`src/rtl/usbfs_rx_pkg.sv`:
```
package usbfs_rx_pkg;

    // Pair of line levels packed as {positive, negative}
    typedef enum logic [1:0] {
        LS_SE0 = 2'b00,
        LS_K   = 2'b01,
        LS_J   = 2'b10,
        LS_SE1 = 2'b11
    } line_t;

    typedef enum logic {
        DS_HUNT = 1'b0,
        DS_PKT  = 1'b1
    } dec_st_t;

endpackage

```
`src/rtl/usbfs_rx_sync.sv`:
```
module usbfs_rx_sync
    import usbfs_rx_pkg::*;
#(
    parameter int STAGES = 2
) (
    input  logic  clk_i,
    input  logic  rst_ni,
    input  logic  dp_i,
    input  logic  dm_i,
    output line_t ls_o
);

    logic [1:0] pins;
    logic [1:0] lvl;

    assign pins = {dp_i, dm_i};

    for (genvar g = 0; g < 2; g++) begin : g_lane
        logic [STAGES-1:0] sh_d, sh_q;

        always_comb begin
            sh_d = {sh_q[STAGES-2:0], pins[g]};
        end

        always_ff @(posedge clk_i or negedge rst_ni) begin
            if (!rst_ni) sh_q <= '0;
            else         sh_q <= sh_d;
        end

        assign lvl[g] = sh_q[STAGES-1];
    end

    assign ls_o = line_t'(lvl);

endmodule

```
`src/rtl/usbfs_rx_dpll.sv`:
```
module usbfs_rx_dpll
    import usbfs_rx_pkg::*;
#(
    parameter int OVS    = 4,
    parameter int CENTER = 2
) (
    input  logic  clk_i,
    input  logic  rst_ni,
    input  line_t ls_i,
    output logic  stb_o,
    output line_t smp_o
);

    localparam int CNT_W = (OVS > 1) ? $clog2(OVS) : 1;

    typedef struct packed {
        logic [CNT_W-1:0] cnt;
        line_t            prev;
        logic             stb;
        line_t            smp;
    } dpll_t;

    dpll_t cur_q, nxt_d;
    logic  edge_seen;

    always_comb begin
        nxt_d     = cur_q;
        nxt_d.stb = 1'b0;
        edge_seen = (ls_i != cur_q.prev) && ((ls_i == LS_J) || (ls_i == LS_K));
        nxt_d.prev = ls_i;

        if (cur_q.cnt == CNT_W'(CENTER)) begin
            nxt_d.stb = 1'b1;
            nxt_d.smp = ls_i;
        end

        // Edge cycle counts as phase 0; sample lands CENTER clocks later
        if (edge_seen)                           nxt_d.cnt = CNT_W'(1);
        else if (cur_q.cnt == CNT_W'(OVS - 1))   nxt_d.cnt = '0;
        else                                     nxt_d.cnt = cur_q.cnt + 1'b1;
    end

    always_ff @(posedge clk_i or negedge rst_ni) begin
        if (!rst_ni) begin
            cur_q.cnt  <= '0;
            cur_q.prev <= LS_SE0;
            cur_q.stb  <= 1'b0;
            cur_q.smp  <= LS_SE0;
        end else begin
            cur_q <= nxt_d;
        end
    end

    assign stb_o = cur_q.stb;
    assign smp_o = cur_q.smp;

endmodule

```
`src/rtl/usbfs_rx_dec.sv`:
```
module usbfs_rx_dec
    import usbfs_rx_pkg::*;
#(
    parameter int                DATA_W    = 8,
    parameter int                STUFF_RUN = 6,
    parameter int                EOP_MIN   = 2,
    parameter int                SYNC_LEN  = 8,
    parameter logic [SYNC_LEN-1:0] SYNC_PAT = 8'b1010_1011
) (
    input  logic              clk_i,
    input  logic              rst_ni,
    input  logic              stb_i,
    input  line_t             smp_i,
    output logic [DATA_W-1:0] data_o,
    output logic              valid_o,
    output logic              sop_o,
    output logic              eop_o,
    output logic              err_o
);

    localparam int ONES_W = $clog2(STUFF_RUN + 2);
    localparam int NB_W   = (DATA_W > 1) ? $clog2(DATA_W) : 1;
    localparam int SE0_W  = $clog2(EOP_MIN + 1);

    typedef struct packed {
        dec_st_t             st;
        logic [SYNC_LEN-1:0] hist;
        logic [SYNC_LEN-1:0] jk;
        logic                lvl;
        logic [ONES_W-1:0]   ones;
        logic [DATA_W-1:0]   sr;
        logic [NB_W-1:0]     nb;
        logic [SE0_W-1:0]    se0;
        logic [DATA_W-1:0]   data;
        logic                valid;
        logic                sop;
        logic                eop;
        logic                err;
    } dec_t;

    dec_t              cur_q, nxt_d;
    logic              is_k, is_jk, dbit, leave;
    logic [DATA_W-1:0] asm_v;

    always_comb begin
        nxt_d       = cur_q;
        nxt_d.valid = 1'b0;
        nxt_d.sop   = 1'b0;
        nxt_d.eop   = 1'b0;
        nxt_d.err   = 1'b0;
        leave       = 1'b0;
        is_k        = (smp_i == LS_K);
        is_jk       = is_k || (smp_i == LS_J);
        dbit        = (is_k == cur_q.lvl);
        asm_v       = {dbit, cur_q.sr[DATA_W-1:1]};

        if (stb_i) begin
            nxt_d.hist = {cur_q.hist[SYNC_LEN-2:0], is_k};
            nxt_d.jk   = {cur_q.jk[SYNC_LEN-2:0], is_jk};

            if (cur_q.st == DS_HUNT) begin
                if ((&nxt_d.jk) && (nxt_d.hist == SYNC_PAT)) begin
                    nxt_d.st   = DS_PKT;
                    nxt_d.sop  = 1'b1;
                    nxt_d.lvl  = 1'b1;          // sync ends on K
                    nxt_d.ones = ONES_W'(1);    // closing sync 1 joins the run
                    nxt_d.nb   = '0;
                    nxt_d.se0  = '0;
                    nxt_d.sr   = '0;
                end
            end else begin
                if (smp_i == LS_SE1) begin
                    nxt_d.err = 1'b1;
                    leave     = 1'b1;
                end else if (smp_i == LS_SE0) begin
                    if (cur_q.se0 != SE0_W'(EOP_MIN))
                        nxt_d.se0 = cur_q.se0 + 1'b1;
                end else if (cur_q.se0 != '0) begin
                    if ((cur_q.se0 == SE0_W'(EOP_MIN)) && !is_k) begin
                        nxt_d.eop = 1'b1;
                        nxt_d.err = (cur_q.nb != '0);
                    end else begin
                        nxt_d.err = 1'b1;
                    end
                    leave = 1'b1;
                end else begin
                    nxt_d.lvl = is_k;
                    if (cur_q.ones == ONES_W'(STUFF_RUN)) begin
                        if (dbit) begin
                            nxt_d.err = 1'b1;
                            leave     = 1'b1;
                        end else begin
                            nxt_d.ones = '0;   // stuffed zero dropped
                        end
                    end else begin
                        nxt_d.ones = dbit ? (cur_q.ones + 1'b1) : '0;
                        nxt_d.sr   = asm_v;
                        if (cur_q.nb == NB_W'(DATA_W - 1)) begin
                            nxt_d.data  = asm_v;
                            nxt_d.valid = 1'b1;
                            nxt_d.nb    = '0;
                        end else begin
                            nxt_d.nb = cur_q.nb + 1'b1;
                        end
                    end
                end

                if (leave) begin
                    nxt_d.st = DS_HUNT;
                    nxt_d.jk = '0;
                end
            end
        end
    end

    always_ff @(posedge clk_i or negedge rst_ni) begin
        if (!rst_ni) begin
            cur_q.st    <= DS_HUNT;
            cur_q.hist  <= '0;
            cur_q.jk    <= '0;
            cur_q.lvl   <= 1'b0;
            cur_q.ones  <= '0;
            cur_q.sr    <= '0;
            cur_q.nb    <= '0;
            cur_q.se0   <= '0;
            cur_q.data  <= '0;
            cur_q.valid <= 1'b0;
            cur_q.sop   <= 1'b0;
            cur_q.eop   <= 1'b0;
            cur_q.err   <= 1'b0;
        end else begin
            cur_q <= nxt_d;
        end
    end

    assign data_o  = cur_q.data;
    assign valid_o = cur_q.valid;
    assign sop_o   = cur_q.sop;
    assign eop_o   = cur_q.eop;
    assign err_o   = cur_q.err;

endmodule

```
`src/rtl/usb_fs_rx.sv`:
```
module usb_fs_rx
    import usbfs_rx_pkg::*;
#(
    parameter int OVS         = 4,
    parameter int CENTER      = 2,
    parameter int SYNC_STAGES = 2,
    parameter int DATA_W      = 8,
    parameter int STUFF_RUN   = 6,
    parameter int EOP_MIN     = 2
) (
    input  logic              clk_i,
    input  logic              rst_ni,
    input  logic              dp_i,
    input  logic              dm_i,
    output logic [DATA_W-1:0] rx_data_o,
    output logic              rx_valid_o,
    output logic              rx_sop_o,
    output logic              rx_eop_o,
    output logic              rx_err_o
);

    line_t ls_sync;
    line_t bit_ls;
    logic  bit_stb;

    usbfs_rx_sync #(.STAGES(SYNC_STAGES)) u_sync (
        .clk_i  (clk_i),
        .rst_ni (rst_ni),
        .dp_i   (dp_i),
        .dm_i   (dm_i),
        .ls_o   (ls_sync)
    );

    usbfs_rx_dpll #(.OVS(OVS), .CENTER(CENTER)) u_dpll (
        .clk_i  (clk_i),
        .rst_ni (rst_ni),
        .ls_i   (ls_sync),
        .stb_o  (bit_stb),
        .smp_o  (bit_ls)
    );

    usbfs_rx_dec #(
        .DATA_W    (DATA_W),
        .STUFF_RUN (STUFF_RUN),
        .EOP_MIN   (EOP_MIN)
    ) u_dec (
        .clk_i   (clk_i),
        .rst_ni  (rst_ni),
        .stb_i   (bit_stb),
        .smp_i   (bit_ls),
        .data_o  (rx_data_o),
        .valid_o (rx_valid_o),
        .sop_o   (rx_sop_o),
        .eop_o   (rx_eop_o),
        .err_o   (rx_err_o)
    );

endmodule

```
`config.mk`:
```
export PLATFORM = sky130hd
export DESIGN_NAME = usb_fs_rx
export DESIGN_NICKNAME = d
export VERILOG_FILES = /design/src/rtl/usbfs_rx_pkg.sv /design/src/rtl/usbfs_rx_sync.sv /design/src/rtl/usbfs_rx_dpll.sv /design/src/rtl/usbfs_rx_dec.sv /design/src/rtl/usb_fs_rx.sv
export SDC_FILE = /design/constraint.sdc
export NUM_CORES = 1
export LEC_CHECK = 0
export BUFFER_PORTS_ARGS = -buffer_cell sky130_fd_sc_hd__buf_4
export CORE_ASPECT_RATIO = 1.75
export CORE_MARGIN = 2
export CORE_UTILIZATION = 40
export CTS_CLUSTER_SIZE = 25
export DETAILED_ROUTE_END_ITERATION = 7
export PLACE_DENSITY = 0.67
export SLEW_MARGIN = 10
export SYNTH_ARGS = -nofsm -noshare
export SYNTH_HDL_FRONTEND = slang
export SYNTH_SLANG_ARGS = --single-unit
```
`constraint.sdc`:
```
create_clock -name clk_i -period 1.5 [get_ports clk_i]
set_input_delay 0.15 -clock clk_i [delete_from_list [all_inputs] [get_ports clk_i]]
set_output_delay 0.15 -clock clk_i [all_outputs]
set_load 0.01 [all_outputs]
```
# Yosys cells after proc, flatten, opt, wreduce, memory -nomap -nowiden
# Index checks and enable logic that the tools add are counted.
[op_classes]
addsub = 4
n_eq_ne = 21
mux = 42
bitwise_logic = 4
n_reduce_logical = 16
[op_table]
columns = ["cell", "n"]
rows = [
  ["$mux 9", 4],
  ["$mux 17", 2],
  ["$mux 15", 2],
  ["$mux 26", 1],
  ["$mux 1", 18],
  ["$mux 3", 5],
  ["$mux 7", 2],
  ["$ne 2x2->1 const B", 7],
  ["$eq 2x2->1 const B", 6],
  ["$mux 2", 6],
  ["$reduce_and 6->1", 2],
  ["$mux 11", 1],
  ["$reduce_and 5->1", 2],
  ["$eq 8x8->1 const B", 1],
  ["$reduce_and 8->1", 1],
  ["$reduce_and 7->1", 1],
  ["$add 3x1->3 const B", 2],
  ["$eq 3x3->1 const B", 2],
  ["$add 2x1->2 const B", 2],
  ["$eq 2x1->1 const B", 2],
  ["$mux 4", 1],
  ["$not 1->1", 4],
  ["$reduce_bool 2->1", 2],
  ["$logic_and 1x1->1", 3],
  ["other kinds (7)", 8],
]
[totals]
register_bits = 55
in_bits = 4
output_inout_bits = 12
wordCells = 106

# Depth between registers and ports, before layout
[logic_depth]
word_depth = 11
ltp_mapped = 8

# Modules after synthesis
# Synthesis repeated with hierarchy kept, for this count alone.
[unflattened]
cells_unflattened = 219
hier_area_um2 = 2501.1
[modules_own_cells]
columns = ["module", "instances", "cells_per_inst", "area_each_um2", "seq_area_each_um2"]
rows = [
  ["usbfs_rx_dec", 1, 192, 2100.8, 1076.0],
  ["usbfs_rx_dpll", 1, 21, 285.3, 175.2],
  ["usbfs_rx_sync", 1, 6, 115.1, 100.1],
]

# Worst setup path after synthesis
# OpenSTA, ideal clock, no wires.
[synth_path]
kind = "register -> register"
from = "register u_dec.cur_q[25] (netlist bit)"
to = "register u_dec.cur_q (netlist bit u_dec.data_o[7])"
t_arrival_ns = 1.567
t_required_ns = 1.372
path_slack_ns = -0.195
path_stages_with_launch = 7
period_less_slack_ns = 1.695
cell_sequence = "dfrtp_1 -> inv_1 -> ha_1 -> and2_1 -> nand3b_1 -> nor2_4 -> mux2_1"
[synth_between]
elab_chain_cells = 3
[synth_rtl]
columns = ["item", "line", "rtl"]
rows = [
  ["from (decl)", "usbfs_rx_dec.sv:41", "dec_t cur_q, nxt_d;"],
  ["from (signal assigned)", "usbfs_rx_dec.sv:132", "cur_q <= nxt_d;"],
  ["$eq 3x3->1", "usbfs_rx_dec.sv:88", "if (cur_q.ones == ONES_W'(STUFF_RUN)) begin"],
  ["$not 1->1 (no source line)", "-", ""],
  ["$reduce_and 7->1 (no source line)", "-", ""],
]
# No other way between the ends.
# A chain may end at the register's enable or synchronous reset.

# Worst setup path after layout
[layout_path]
from = "register u_dpll.cur_q (netlist bit u_dpll.smp_o[0])"
to = "register u_dec.cur_q[26] (netlist bit)"
[layout_between]
elab_chain_cells = 8
elab_cells_between_ends = 20
[layout_rtl]
columns = ["item", "line", "rtl"]
rows = [
  ["from (decl)", "usbfs_rx_dpll.sv:23", "dpll_t cur_q, nxt_d;"],
  ["from (signal assigned)", "usbfs_rx_dpll.sv:50", "cur_q <= nxt_d;"],
  ["$eq 2x1->1", "usbfs_rx_dec.sv:52", "is_k = (smp_i == LS_K);"],
  ["$eq 1x1->1", "usbfs_rx_dec.sv:54", "dbit = (is_k == cur_q.lvl);"],
  ["$mux 3", "usbfs_rx_dec.sv:96", "nxt_d.ones = dbit ? (cur_q.ones + 1'b1) : '0;"],
  ["$mux 3", "usbfs_rx_dec.sv:88", ""],
  ["$mux 15", "usbfs_rx_dec.sv:78", "end else if (cur_q.se0 != '0) begin"],
  ["$mux 15", "usbfs_rx_dec.sv:75", "end else if (smp_i == LS_SE0) begin"],
  ["$mux 26", "usbfs_rx_dec.sv:72", "if (smp_i == LS_SE1) begin"],
  ["$mux 17", "usbfs_rx_dec.sv:61", "if (cur_q.st == DS_HUNT) begin"],
]
# Parallel ways exist; a longest one is shown, timed or not. The select of a mux whose other input is x is not followed.

==> summary.md <==
| Metric | Value |
|---|---|
| Status | `finished, violations left` |
| Failing checks | `setup timing` |
| # nets final | `about 290` |
| Hold Crit Start | `u_sync.g_lane[1].sh_q[0]` |
| GRT met3 Usage | `roughly 3.2%` |
| Clock slew at reported path FFs | `90 ps` |
| Endpoints failing hold | `0` |
| Ys async rst share | `100%` |
| Pwr dens | `between 1000 and 1500 nW/um^2` |
| Met2 Use GR | `between 20% and 30%` |
| Post-route cell area | `between 3000 and 4000 sq um` |
| Worst r2r src | `u_dpll.smp_o[0]` |
| First-pass GRT wire length | `just over 8000 um` |
| Number of global-route vias before repair | `approximately 1800` |
| Top delay family on crit path | `flip-flops` |
| Mean routed wirelength per cell | `13.8 um` |
| Detail Route Antenna Nets | `0` |
| Placer Congestion | `a little over 0.8` |
| Top_reg_cell synth | `dfrtp_1` |
| IO Pins | `16` |
| Worst clock skew | `5.12 ps` |
| Core Box Area | `about 6000 sq um` |
| CP Launch Type | `flip-flop` |
| Diodes inserted | `0` |
| Max FO, Critical Path | `5` |
| WP data arrival | `about 2000 ps` |
| Syn nets | `approximately 210` |
| Std cell rows | `37` |
| Final cell count without fillers | `approximately 350` |
| Total gr overflow | `0` |
| Initial drt markers | `51` |
| Mean Syn Cell Area | `~12 sq um` |
| Clk_lat worst skew | `around 310 ps` |
| Sequential share of the synthesized area | `approximately 55%` |
| Layout cell share with drive strength beyond 1 | `roughly 47%` |
| Total Routing Usage GR | `around 16%` |
| Post-synth EDFFs | `0` |
| Final-layout fill cell count | `509` |
| Yosys cell types | `42` |
| Largest net degree at the start of global routing | `55` |
| Root Driver | `clkbuf_8` |
| Final worst path period share | `119%` |
| Clk buf depth | `2` |
| Flip-flop and latch count after synthesis | `between 50 and 60` |
| Peak supply drop | `0.722 mV` |
| Total power | `3.98 mW` |
| CP Buf/Inv Count | `2` |
| Residual DRC | `0` |
| Die Ht | `~110 um` |
| CP Capture Type | `flip-flop` |
| Crit path max-delay cell type | `dfrtp_1` |
| Htree depth | `2` |
| Die W | `approximately 63 um` |
| Final core occ | `between 50% and 60%` |
| Tmin final | `around 1800 ps` |
| CP required | `between 1500 and 2000 ps` |
| Place WS | `-274 ps` |
| Setup WS post-layout | `-289 ps` |
| Met1 usage | `16.9%` |
| Initial core utilization | `41.5%` |
| Max frequency | `between 500 and 600 MHz` |
| Setup CP Type | `reg2reg` |
| CP peak stage delay | `410 ps` |
| Drt first pass iters | `4` |
| Setup Viol. Count Final | `33` |
| Initial antenna violation count | `0` |
| Final Max Slew Viols | `0` |
| Critical path cell sequence | `inv_2, ha_4, nand4b_1, nor4_4, a21oi_1, buf_4, o41ai_2` |
| Worst Hold Class | `reg2reg` |
| Via count | `roughly 1700` |
| Slew HR | `56.5%` |
| CTS tree | `done` |
| YS warnings | `0` |
| Maxcap violations | `0` |
| Sink Count | `54` |
| Area delta synth->final | `36.9%` |
| Mapped Area | `between 2000 and 2500 sq um` |
| Placed cells | `approximately 320` |
| Placed Area | `between 2000 and 3000 sq um` |
| Drt via density | `4.90` |
| Mapped Cells | `slightly below 200` |
| Slew of the pin with the lowest slew margin | `~650 ps` |
| RSZ-0062 raised after global routing | `true` |
| HPWL after DPL | `around 3200 um` |
| # port buffers | `15` |
| Leakage | `~1.6 nW` |
| Aggregate routed wire length | `between 4000 and 5000 um` |
| Grt peak-use layer | `met2` |
| Setup crit start | `u_dpll.smp_o[0]` |
| Die area | `slightly below 7000 sq um` |
| Num CTS Buffers | `5` |
cell families (layout without fill, tap and decap cells):
logic type | Yosys count | in the layout | synth area share, %
muxes | 22 | 22 | 9.74
and+or+nand+nor | 46 | 47 | 11.2
adders and majority gates | 12 | 12 | 6.15
buffers and inverters | 25 | 98 | 5.64
AOI/OAI and AO/OA | 36 | 36 | 11.2
xor gates and xnor gates | 1 | 1 | 0.667
DFF | 54 | 54 | 55.4
sequential cells by signal (all words and copies together), names as in the netlist:
register / flops
u_dec.data_o: 8
u_dec.err_o: 1
u_dec.eop_o: 1
u_dpll.cur_q: 4
u_dec.sop_o: 1
u_dpll.smp_o: 2
u_dec.asm_v: 7
u_dec.valid_o: 1
u_dpll.stb_o: 1
u_dec.cur_q: 24
u_sync.g_lane.sh_q: 4
timing repair:
action	CTS	global route
setup endpoints to repair	34	34
gates resized for setup	20	11
hold buffers	3	0
cloned	1	0
pin swaps	9	5
hold endpoints to repair	56	0
setup buffers	8	5
synth_stat cells (all sizes together) (2+ instances only):
| cell type | number | area share [%] |
|---|---|---|
| dfrtp | 54 | 55 |
| mux2 | 14 | 6.5 |
| inv | 13 | 2.0 |
| nor2 | 13 | 2.4 |
| buf | 12 | 3.6 |
| ha | 12 | 6.2 |
| nand2 | 10 | 1.5 |
| a22o | 9 | 3.2 |
| a21oi | 8 | 1.6 |
| mux2i | 8 | 3.3 |
| o21ai | 7 | 1.6 |
| nor3 | 5 | 1.0 |
| nand3 | 4 | 1.3 |
| nand4b | 4 | 1.4 |
| nand2b | 3 | 0.77 |
| a21o | 2 | 0.92 |
| nand3b | 2 | 0.62 |
worst paths after layout:
kind	slack (ps)	endpoint	depth (start not counted)
worst max-delay path	-290	u_dec.cur_q[26]	7
worst min-delay path	360	u_sync.g_lane[1].sh_q[1]	0
worst max register to register	-290	u_dec.cur_q[26]	7
worst min register to register	360	u_sync.g_lane[1].sh_q[1]	0
max in group asynchronous	660	u_dec.cur_q[42]	2
min in group asynchronous	400	u_dec.cur_q[25]	2
area by class of cell:
cell class | count | area [sq um] | area share [%]
multi-input cells | 118 | 1130 | 33.8
clock buffers | 5 | 68.8 | 2.06
clock inverters | 3 | 21.3 | 0.637
repair buffers | 77 | 624 | 18.7
inverters | 13 | 48.8 | 1.46
flip-flops and latches | 54 | 1350 | 40.4
well taps | 78 | 97.6 | 2.92
per-stage QoR:
stage	hold slack, ps	TNS (ps)
floorplan	-146	-3260
global placement	226	-5100
detailed placement	230	-5860
CTS	359	-4880
global route	365	-8310
finish	356	-5600
power by group:
part           internal (mW)  switching [mW]
clock network          0.328           0.470
logic                  0.746           0.581
registers               1.69           0.171
total                   2.76            1.22
layer usage:
metal / part of all wire, % / vias to the layer above
met5: 0 / -
met4: 2.2 / 0
met3: 2.4 / 11
met2: 58 / 24
met1: 37 / 841
li1: - / 829
placed cells by master (no fill, tap or decap), types with 2 or more instances in the layout:
master	instances
a21oi_1	6
mux2i_1	8
mux2_2	6
nand3b_1	2
dfrtp_1	54
buf_6	7
nor2_1	8
buf_4	66
nor3_1	5
inv_1	9
mux2_4	8
nand2_1	9
nand4b_1	4
nand3_1	2
clkbuf_8	5
dlygate4sd3_1	3
nand2b_4	2
ha_4	3
nand3_4	2
o21ai_0	5
a22o_1	9
nor2_2	4
inv_2	4
ha_1	9
Note: power is estimated with default switching activity, not from simulation.
